--- src/rtl/mdio_ap_pkg.sv ---
// Package: shared constants and the read-request type of the MDIO auto-poll
// block. Assumes Clause 22 framing (5-bit addresses, 16-bit data).
package mdio_ap_pkg;
    localparam int ADDR_W    = 5;
    localparam int DATA_W    = 16;
    localparam int PRE_LEN   = 32;
    localparam int HDR_LEN   = 14;
    localparam int TA_LEN    = 2;
    localparam int FRAME_LEN = PRE_LEN + HDR_LEN + TA_LEN + DATA_W;

    // One read request handed from the slot scheduler to the frame engine.
    typedef struct packed {
        logic [ADDR_W-1:0] phy;
        logic [ADDR_W-1:0] regad;
        logic              no_pre;
    } mdio_req_t;
endpackage

--- src/rtl/mdio_ap_clkgen.sv ---
// MDC generator: divides the system clock so that MDC spends HALF_DIV clocks
// high and HALF_DIV clocks low. Raises rise_stb/fall_stb in the cycle whose
// closing edge makes MDC rise/fall. Assumes HALF_DIV >= 1. Runs free.
module mdio_ap_clkgen #(
    parameter int HALF_DIV = 2
) (
    input  logic clk,
    input  logic rst_n,
    output logic mdc,
    output logic rise_stb,
    output logic fall_stb
);
    localparam int CNT_W = (HALF_DIV > 1) ? $clog2(HALF_DIV) : 1;
    localparam logic [CNT_W-1:0] CNT_TOP = CNT_W'(HALF_DIV - 1);

    logic [CNT_W-1:0] cnt;
    logic             wrap;

    assign wrap     = (cnt == CNT_TOP);
    assign rise_stb = wrap && !mdc;
    assign fall_stb = wrap && mdc;

    // Half-period counter and MDC toggle.
    always_ff @(posedge clk) begin
        if (!rst_n) begin
            cnt <= '0;
            mdc <= 1'b0;
        end else if (wrap) begin
            cnt <= '0;
            mdc <= !mdc;
        end else begin
            cnt <= cnt + 1'b1;
        end
    end

    AST_MDC_ON_STROBE: assert property (@(posedge clk) disable iff (!rst_n)
        !$stable(mdc) |-> $past(rise_stb || fall_stb));
endmodule

--- src/rtl/mdio_ap_frame.sv ---
// Frame engine: sends one Clause 22 read frame per start pulse. Drives
// MDIO at falling MDC strobes, releases it for turnaround and data, and
// shifts in 16 data bits MSB first at rising strobes. Pulses done for one
// cycle with rdata valid. Assumes start is raised only while busy is low.
module mdio_ap_frame
    import mdio_ap_pkg::*;
(
    input  logic              clk,
    input  logic              rst_n,
    input  logic              rise_stb,
    input  logic              fall_stb,
    input  logic              start,
    input  mdio_req_t         req,
    output logic              busy,
    output logic              done,
    output logic [DATA_W-1:0] rdata,
    output logic              mdio_o,
    output logic              mdio_oe,
    input  logic              mdio_i
);
    localparam logic [6:0] POS_HDR  = 7'(PRE_LEN);
    localparam logic [6:0] POS_TA   = 7'(PRE_LEN + HDR_LEN);
    localparam logic [6:0] POS_END  = 7'(FRAME_LEN);
    localparam logic [5:0] POS_DATA = 6'(PRE_LEN + HDR_LEN + TA_LEN);
    localparam logic [5:0] POS_LAST = 6'(FRAME_LEN - 1);

    logic [6:0]         pos;
    logic [5:0]         cur;
    logic               drv;
    logic [HDR_LEN-1:0] hdr;

    // Bit value driven at frame position p: preamble ones, then header.
    function automatic logic bit_at(input logic [6:0] p, input logic [HDR_LEN-1:0] h);
        logic [6:0] k;
        k = (POS_TA - 7'd1) - p;
        if (p < POS_HDR)     return 1'b1;
        else if (p < POS_TA) return h[k[3:0]];
        else                 return 1'b1;
    endfunction

    // Frame sequencing: position counter, MDIO drive and data capture.
    always_ff @(posedge clk) begin
        if (!rst_n) begin
            busy    <= 1'b0;
            done    <= 1'b0;
            drv     <= 1'b0;
            pos     <= '0;
            cur     <= '0;
            hdr     <= '0;
            rdata   <= '0;
            mdio_o  <= 1'b1;
            mdio_oe <= 1'b0;
        end else begin
            done <= 1'b0;
            if (start && !busy) begin
                busy <= 1'b1;
                drv  <= 1'b0;
                pos  <= req.no_pre ? POS_HDR : 7'd0;
                hdr  <= {4'b0110, req.phy, req.regad};
            end else if (busy) begin
                if (fall_stb && pos < POS_END) begin
                    mdio_o  <= bit_at(pos, hdr);
                    mdio_oe <= (pos < POS_TA);
                    cur     <= pos[5:0];
                    pos     <= pos + 7'd1;
                    drv     <= 1'b1;
                end
                if (rise_stb && drv && cur >= POS_DATA) begin
                    rdata <= {rdata[DATA_W-2:0], mdio_i};
                    if (cur == POS_LAST) begin
                        done <= 1'b1;
                        busy <= 1'b0;
                    end
                end
            end
        end
    end

    AST_START_IDLE: assert property (@(posedge clk) disable iff (!rst_n)
        start |-> !busy);
    AST_OE_NEEDS_BUSY: assert property (@(posedge clk) disable iff (!rst_n)
        mdio_oe |-> busy);
    AST_OUT_ON_FALL: assert property (@(posedge clk) disable iff (!rst_n)
        !$stable(mdio_o) |-> $past(fall_stb));
    AST_DONE_RELEASED: assert property (@(posedge clk) disable iff (!rst_n)
        done |-> !mdio_oe);
endmodule

--- src/rtl/mdio_ap_sched.sv ---
// Slot scheduler and capture store: builds the effective request of each of
// the NUM_USER+1 slots (slot 0 fixed to register 1 of the default PHY), walks
// the enabled slots round-robin, stores each completed read, and keeps sticky
// change flags. Assumes configuration is stable while polling is enabled.
module mdio_ap_sched
    import mdio_ap_pkg::*;
#(
    parameter int NUM_USER = 5
) (
    input  logic                          clk,
    input  logic                          rst_n,
    input  logic                          poll_en,
    input  logic [ADDR_W-1:0]             dflt_phy_addr,
    input  logic                          dflt_no_pre_ok,
    input  logic [NUM_USER*ADDR_W-1:0]    user_phy_addr,
    input  logic [NUM_USER*ADDR_W-1:0]    user_reg_addr,
    input  logic [NUM_USER-1:0]           user_en,
    input  logic [NUM_USER-1:0]           user_no_pre,
    input  logic [NUM_USER-1:0]           user_use_dflt,
    input  logic                          eng_busy,
    input  logic                          eng_done,
    input  logic [DATA_W-1:0]             eng_rdata,
    output logic                          start,
    output mdio_req_t                     req,
    input  logic [NUM_USER:0]             chg_clr,
    input  logic [$clog2(NUM_USER+1)-1:0] rd_sel,
    output logic [DATA_W-1:0]             rd_data,
    output logic [NUM_USER:0]             chg_flag
);
    localparam int NUM_SLOT = NUM_USER + 1;
    localparam int IDX_W    = $clog2(NUM_SLOT);
    localparam logic [IDX_W-1:0] IDX_TOP = IDX_W'(NUM_SLOT - 1);

    logic [ADDR_W-1:0] slot_phy [0:NUM_SLOT-1];
    logic [ADDR_W-1:0] slot_reg [0:NUM_SLOT-1];
    logic [NUM_SLOT-1:0] slot_np;
    logic [NUM_SLOT-1:0] slot_en;
    logic [DATA_W-1:0] store [0:NUM_SLOT-1];
    logic [IDX_W-1:0]  idx;
    logic [IDX_W-1:0]  idx_nxt;
    logic [NUM_SLOT-1:0] set_vec;

    // Slot 0: default PHY, status register, always enabled.
    assign slot_phy[0] = dflt_phy_addr;
    assign slot_reg[0] = ADDR_W'(1);
    assign slot_np[0]  = dflt_no_pre_ok;
    assign slot_en[0]  = 1'b1;

    // User slots: default-PHY flag overrides address and preamble choice.
    for (genvar g = 1; g < NUM_SLOT; g++) begin : g_user
        assign slot_phy[g] = user_use_dflt[g-1] ? dflt_phy_addr
                                                : user_phy_addr[(g-1)*ADDR_W +: ADDR_W];
        assign slot_reg[g] = user_reg_addr[(g-1)*ADDR_W +: ADDR_W];
        assign slot_np[g]  = user_use_dflt[g-1] ? dflt_no_pre_ok : user_no_pre[g-1];
        assign slot_en[g]  = user_en[g-1];
    end

    assign idx_nxt = (idx == IDX_TOP) ? '0 : idx + 1'b1;
    assign start   = poll_en && !eng_busy && !eng_done && slot_en[idx];

    // Request presented to the frame engine for the current slot.
    always_comb begin
        req.phy    = slot_phy[idx];
        req.regad  = slot_reg[idx];
        req.no_pre = slot_np[idx];
    end

    // Change detection of a completed read against the stored value.
    always_comb begin
        set_vec = '0;
        if (eng_done && eng_rdata != store[idx]) set_vec[idx] = 1'b1;
    end

    // Host read port onto the capture store.
    always_comb begin
        rd_data = '0;
        if (rd_sel <= IDX_TOP) rd_data = store[rd_sel];
    end

    // Slot pointer, capture store and sticky change flags.
    always_ff @(posedge clk) begin
        if (!rst_n) begin
            idx      <= '0;
            chg_flag <= '0;
            for (int i = 0; i < NUM_SLOT; i++) store[i] <= '0;
        end else begin
            chg_flag <= (chg_flag & ~chg_clr) | set_vec;
            if (eng_done) begin
                store[idx] <= eng_rdata;
                idx        <= idx_nxt;
            end else if (!eng_busy && !poll_en) begin
                idx <= '0;
            end else if (!eng_busy && !slot_en[idx]) begin
                idx <= idx_nxt;
            end
        end
    end

    AST_IDLE_WHEN_OFF: assert property (@(posedge clk) disable iff (!rst_n)
        !poll_en && !eng_busy |=> !eng_busy);
    AST_FLAG_HOLD: assert property (@(posedge clk) disable iff (!rst_n)
        1'b1 |=> (($past(chg_flag) & ~$past(chg_clr) & ~chg_flag) == '0));
    AST_IDX_RANGE: assert property (@(posedge clk) disable iff (!rst_n)
        idx <= IDX_TOP);
endmodule

--- src/rtl/mdio_autopoll.sv ---
// Top of the MDIO auto-poll controller: MDC generator, frame engine and slot
// scheduler. Polls NUM_USER+1 PHY registers round-robin over Clause 22
// reads and interrupts the host on a change. Assumes the host freezes the
// configuration while poll_en is high.
module mdio_autopoll
    import mdio_ap_pkg::*;
#(
    parameter int NUM_USER = 5,
    parameter int HALF_DIV = 2
) (
    input  logic                          clk,
    input  logic                          rst_n,
    input  logic                          poll_en,
    input  logic [ADDR_W-1:0]             dflt_phy_addr,
    input  logic                          dflt_no_pre_ok,
    input  logic [NUM_USER*ADDR_W-1:0]    user_phy_addr,
    input  logic [NUM_USER*ADDR_W-1:0]    user_reg_addr,
    input  logic [NUM_USER-1:0]           user_en,
    input  logic [NUM_USER-1:0]           user_no_pre,
    input  logic [NUM_USER-1:0]           user_use_dflt,
    input  logic [NUM_USER:0]             chg_clr,
    input  logic [$clog2(NUM_USER+1)-1:0] rd_sel,
    output logic [DATA_W-1:0]             rd_data,
    output logic [NUM_USER:0]             chg_flag,
    output logic                          irq,
    output logic                          mdc,
    output logic                          mdio_o,
    output logic                          mdio_oe,
    input  logic                          mdio_i
);
    logic              rise_stb;
    logic              fall_stb;
    logic              start;
    logic              eng_busy;
    logic              eng_done;
    logic [DATA_W-1:0] eng_rdata;
    mdio_req_t         req;

    mdio_ap_clkgen #(.HALF_DIV(HALF_DIV)) u_clkgen (
        .clk(clk), .rst_n(rst_n), .mdc(mdc),
        .rise_stb(rise_stb), .fall_stb(fall_stb)
    );

    mdio_ap_frame u_frame (
        .clk(clk), .rst_n(rst_n), .rise_stb(rise_stb), .fall_stb(fall_stb),
        .start(start), .req(req), .busy(eng_busy), .done(eng_done),
        .rdata(eng_rdata), .mdio_o(mdio_o), .mdio_oe(mdio_oe), .mdio_i(mdio_i)
    );

    mdio_ap_sched #(.NUM_USER(NUM_USER)) u_sched (
        .clk(clk), .rst_n(rst_n), .poll_en(poll_en),
        .dflt_phy_addr(dflt_phy_addr), .dflt_no_pre_ok(dflt_no_pre_ok),
        .user_phy_addr(user_phy_addr), .user_reg_addr(user_reg_addr),
        .user_en(user_en), .user_no_pre(user_no_pre), .user_use_dflt(user_use_dflt),
        .eng_busy(eng_busy), .eng_done(eng_done), .eng_rdata(eng_rdata),
        .start(start), .req(req), .chg_clr(chg_clr), .rd_sel(rd_sel),
        .rd_data(rd_data), .chg_flag(chg_flag)
    );

    assign irq = |chg_flag;

    AST_IRQ_NEEDS_DONE: assert property (@(posedge clk) disable iff (!rst_n)
        $rose(irq) |-> $past(eng_done));
endmodule

--- config.mk ---
export PLATFORM = sky130hd
export DESIGN_NAME = mdio_autopoll
export DESIGN_NICKNAME = d
export VERILOG_FILES = /design/src/rtl/mdio_ap_pkg.sv /design/src/rtl/mdio_ap_clkgen.sv /design/src/rtl/mdio_ap_frame.sv /design/src/rtl/mdio_ap_sched.sv /design/src/rtl/mdio_autopoll.sv
export SDC_FILE = /design/constraint.sdc
export NUM_CORES = 1
export LEC_CHECK = 0
export ABC_AREA = 0
export BUFFER_PORTS_ARGS = -buffer_cell sky130_fd_sc_hd__buf_2
export CAP_MARGIN = 30
export CORE_ASPECT_RATIO = 1.1
export CORE_UTILIZATION = 60
export DETAILED_ROUTE_END_ITERATION = 10
export HOLD_SLACK_MARGIN = 0.03
export PLACE_DENSITY = 0.78
export SETUP_SLACK_MARGIN = 0.15
export SLEW_MARGIN = 0
export SYNTH_ARGS = -nofsm -noshare
export SYNTH_HDL_FRONTEND = slang
export SYNTH_SLANG_ARGS = --single-unit
--- constraint.sdc ---
create_clock -name clk -period 6.8 [get_ports clk]
set_input_delay 1.36 -clock clk [delete_from_list [all_inputs] [get_ports clk]]
set_output_delay 1.36 -clock clk [all_outputs]
set_load 0.05 [all_outputs]
==> flow_summary.ini <==
[timing]
rsz0062_at_grt = no
fin_crit_sh = 0.635
final_max_slew_viol_count = 0
fin_setup_tns_ns = 0
final-hold-violation-count = 0
relSlewSlack = 0.306
tightest_slew_ns = 1.03
timing.hold.ws_ns = 0.459
fin_worst_skew_ns = 0.00873
finalCriticalPeriod_ns = 4.32
max_freq_mhz = 232
setup_violations = 0

[logic_synthesis]
ys_seq_elements = 187
synthFlopType = edfxtp_1
synth-edff-count = 128
ys_types = 48
synthArstFlopShare = 0
netlist_area_um2 = 9460
mappedNetlistNets = 866
ys_seq_area_frac = 0.531
synth_area_per_cell_um2 = 12.1
synth_cells = 780
yosysWarnings = 0

[clock_tree]
post-cts-setup-buffers = 0
cts_resized = 0
htreeDepth = 4
cts_made_buffers = 17
clk_latency_ns = 0.43
tritoncts = done
root_buffer = clkbuf_16
cts_buffer_depth = 2
clkSinkCount = 187
clkTransAtPathRegs_ns = 0.07
holdBufCountCts = 0

[global_route]
antenna_found_initial = 0
grt_pass1_wl_um = 35300
globalRouteOverflowTotal = 0
grt_max_degree = 46
grt_pass1_vias = 6675
track_usage = 0.293

[worst_setup_path]
end_kind = output pin
arrival_ns = 2.96
critPathSlowestCell = nand2b_1
crit_type = input pin to output pin
crit_path_start_kind = input pin
cpMostUsedCell = buf_2
crit_chain = buf_2, nand2b_1, o22ai_1, buf_2
crit_required_ns = 5.44
slowest_delay_ns = 0.75
path_max_fanout = 17

[floorplan]
start_util = 0.621
core-area_um2 = 15200
fp.dieW_um = 122
io-pin-count = 110
die_h_um = 134
num_rows = 47
dieArea_um2 = 16300

[place]
gp_congestion = 0.838
portBuffers = 109
placed_area_um2 = 10100
dpl.hpwl_um = 15100

[pwr]
power.internal_w = 0.00192
combPwrFrac = 0.078
p_sw_w = 0.000521
vdd_drop_max_v = 0.000196
leakage_nw = 4.38
clkPwrFrac = 0.408
pwr-share-seq = 0.514
p_per_area_nw_per_um2 = 227
p_sw_frac = 0.214

[detailed_routing]
routed_wl_um = 22400
drt_iter0_markers = 508
via_per_inst = 6.16
ant_nets = 0
drc = 0
first_pass_iters = 5
detail_route.wl_per_cell_um = 20.9
vias = 6603

[status]
outcome = finished clean

[run]
maxCapViolations = 0

[layout]
utilization = 0.706
diodes = 0
final_cell_mix = 128 x edfxtp_1, 109 x buf_2, 98 x nor2_1
syn2layout_area_growth_pct = 13.6
nets = 949
final_common_cell = edfxtp_1
fill_cells = 1033
final_area_um2 = 10800
drive_above_1_share = 0.244

[worst_hold_path]
min-delay-path-class = register to register
path summary, 6_finish.rpt:
| kind | startpoint | endpoint | slack (ns) | depth (start not counted) |
|---|---|---|---|---|
| worst max-delay path | rd_sel[1] | rd_data[12] | 2.48 | 4 |
| worst min-delay path | u_frame.cur[2] | u_frame.cur[2] | 0.46 | 2 |
| worst max register to register | register | u_sched.chg_flag[3] | 3.76 | 7 |
| worst min register to register | u_frame.cur[2] | u_frame.cur[2] | 0.46 | 2 |
logic make-up (layout without fill, tap and decap cells):
| kind of cell | Yosys count | in the layout | synth area share |
|---|---|---|---|
| xor+xnor | 20 | 20 | 0.0185 |
| compound gates | 103 | 103 | 0.0694 |
| buf+inv | 98 | 194 | 0.0449 |
| flops | 187 | 187 | 0.531 |
| simple gates | 234 | 234 | 0.118 |
| mux | 136 | 136 | 0.215 |
| fa+ha+maj | 2 | 2 | 0.00264 |
Yosys cell counts, types with 4 or more instances:
cell type | instances | share of area
a211oi_1 | 19 | 0.015
a21oi_1 | 23 | 0.012
a221oi_1 | 5 | 0.0046
a22oi_1 | 4 | 0.0032
and2_1 | 34 | 0.022
and3_1 | 10 | 0.0066
buf_1 | 10 | 0.0040
buf_2 | 4 | 0.0021
buf_6 | 6 | 0.0071
clkbuf_1 | 37 | 0.015
dfxtp_1 | 59 | 0.12
edfxtp_1 | 128 | 0.41
inv_1 | 38 | 0.015
mux2_2 | 14 | 0.017
mux2i_1 | 72 | 0.076
mux4_1 | 9 | 0.025
mux4_2 | 41 | 0.098
nand2_1 | 48 | 0.019
nand2b_1 | 5 | 0.0033
nand3_1 | 5 | 0.0026
nand3b_1 | 5 | 0.0040
nand4_1 | 8 | 0.0053
nor2_1 | 99 | 0.039
nor2b_1 | 7 | 0.0046
o21ai_0 | 15 | 0.0079
o22ai_1 | 25 | 0.017
xor2_1 | 19 | 0.018
worst max-delay path: cells and delay by family:
kind                   cells  cell delay (ns)
buffers and inverters      2             0.67
AOI/OAI and AO/OA          1             0.17
and+or+nand+nor            1             0.75
power by group through the flow:
stage	Sequential, W	Clock [W]	Combinational, W
3_5_place_dp	0.00128	0	0.000189
3_3_place_gp	0.00127	0	0.000183
4_1_cts	0.00125	0.00100	0.000190
5_1_grt	0.00126	0.00105	0.000203
6_report	0.00125	0.000995	0.000189
2_1_floorplan	0.00127	0	0.000127
cell type report:
type                       count  area (um^2)  share of cell area
sequential                   187         5030               0.468
multi-input combinational    495         4020               0.374
timing repair buffer         123          691              0.0642
clock buffer                  27          599              0.0557
tap                          196          245              0.0228
inverter                      39          146              0.0136
clock inverter                 5         21.3             0.00198
per-stage QoR:
| step | power (W) | setup slack [ns] | std cells |
|---|---|---|---|
| after floorplan | 0.00140 | 1.93 | 780 |
| after CTS | 0.00244 | 2.49 | 1072 |
| after detailed placement | 0.00147 | 2.49 | 1040 |
| after global routing | 0.00251 | 2.40 | 1072 |
| final | 0.00244 | 2.48 | 1072 |
| after global placement | 0.00146 | 2.25 | 1037 |
sequential cells by signal, summed over array words and instances (netlist names), 3 cells and up, named ones only:
register and count:
u_frame.rdata 16, u_sched.store 128, u_sched.chg_flag 6, u_sched.idx 3, u_frame.pos 7, u_frame.cur 6, u_frame.hdr 11
layer usage:
metal	global-route usage	up-vias	routed length (um)
li1	-	3044	-
met1	0.362	3244	8970
met2	0.500	271	11600
met3	0.0497	44	1170
met4	0.136	0	695
met5	0	-	0
No activity file was read; power rests on OpenSTA's default activity.
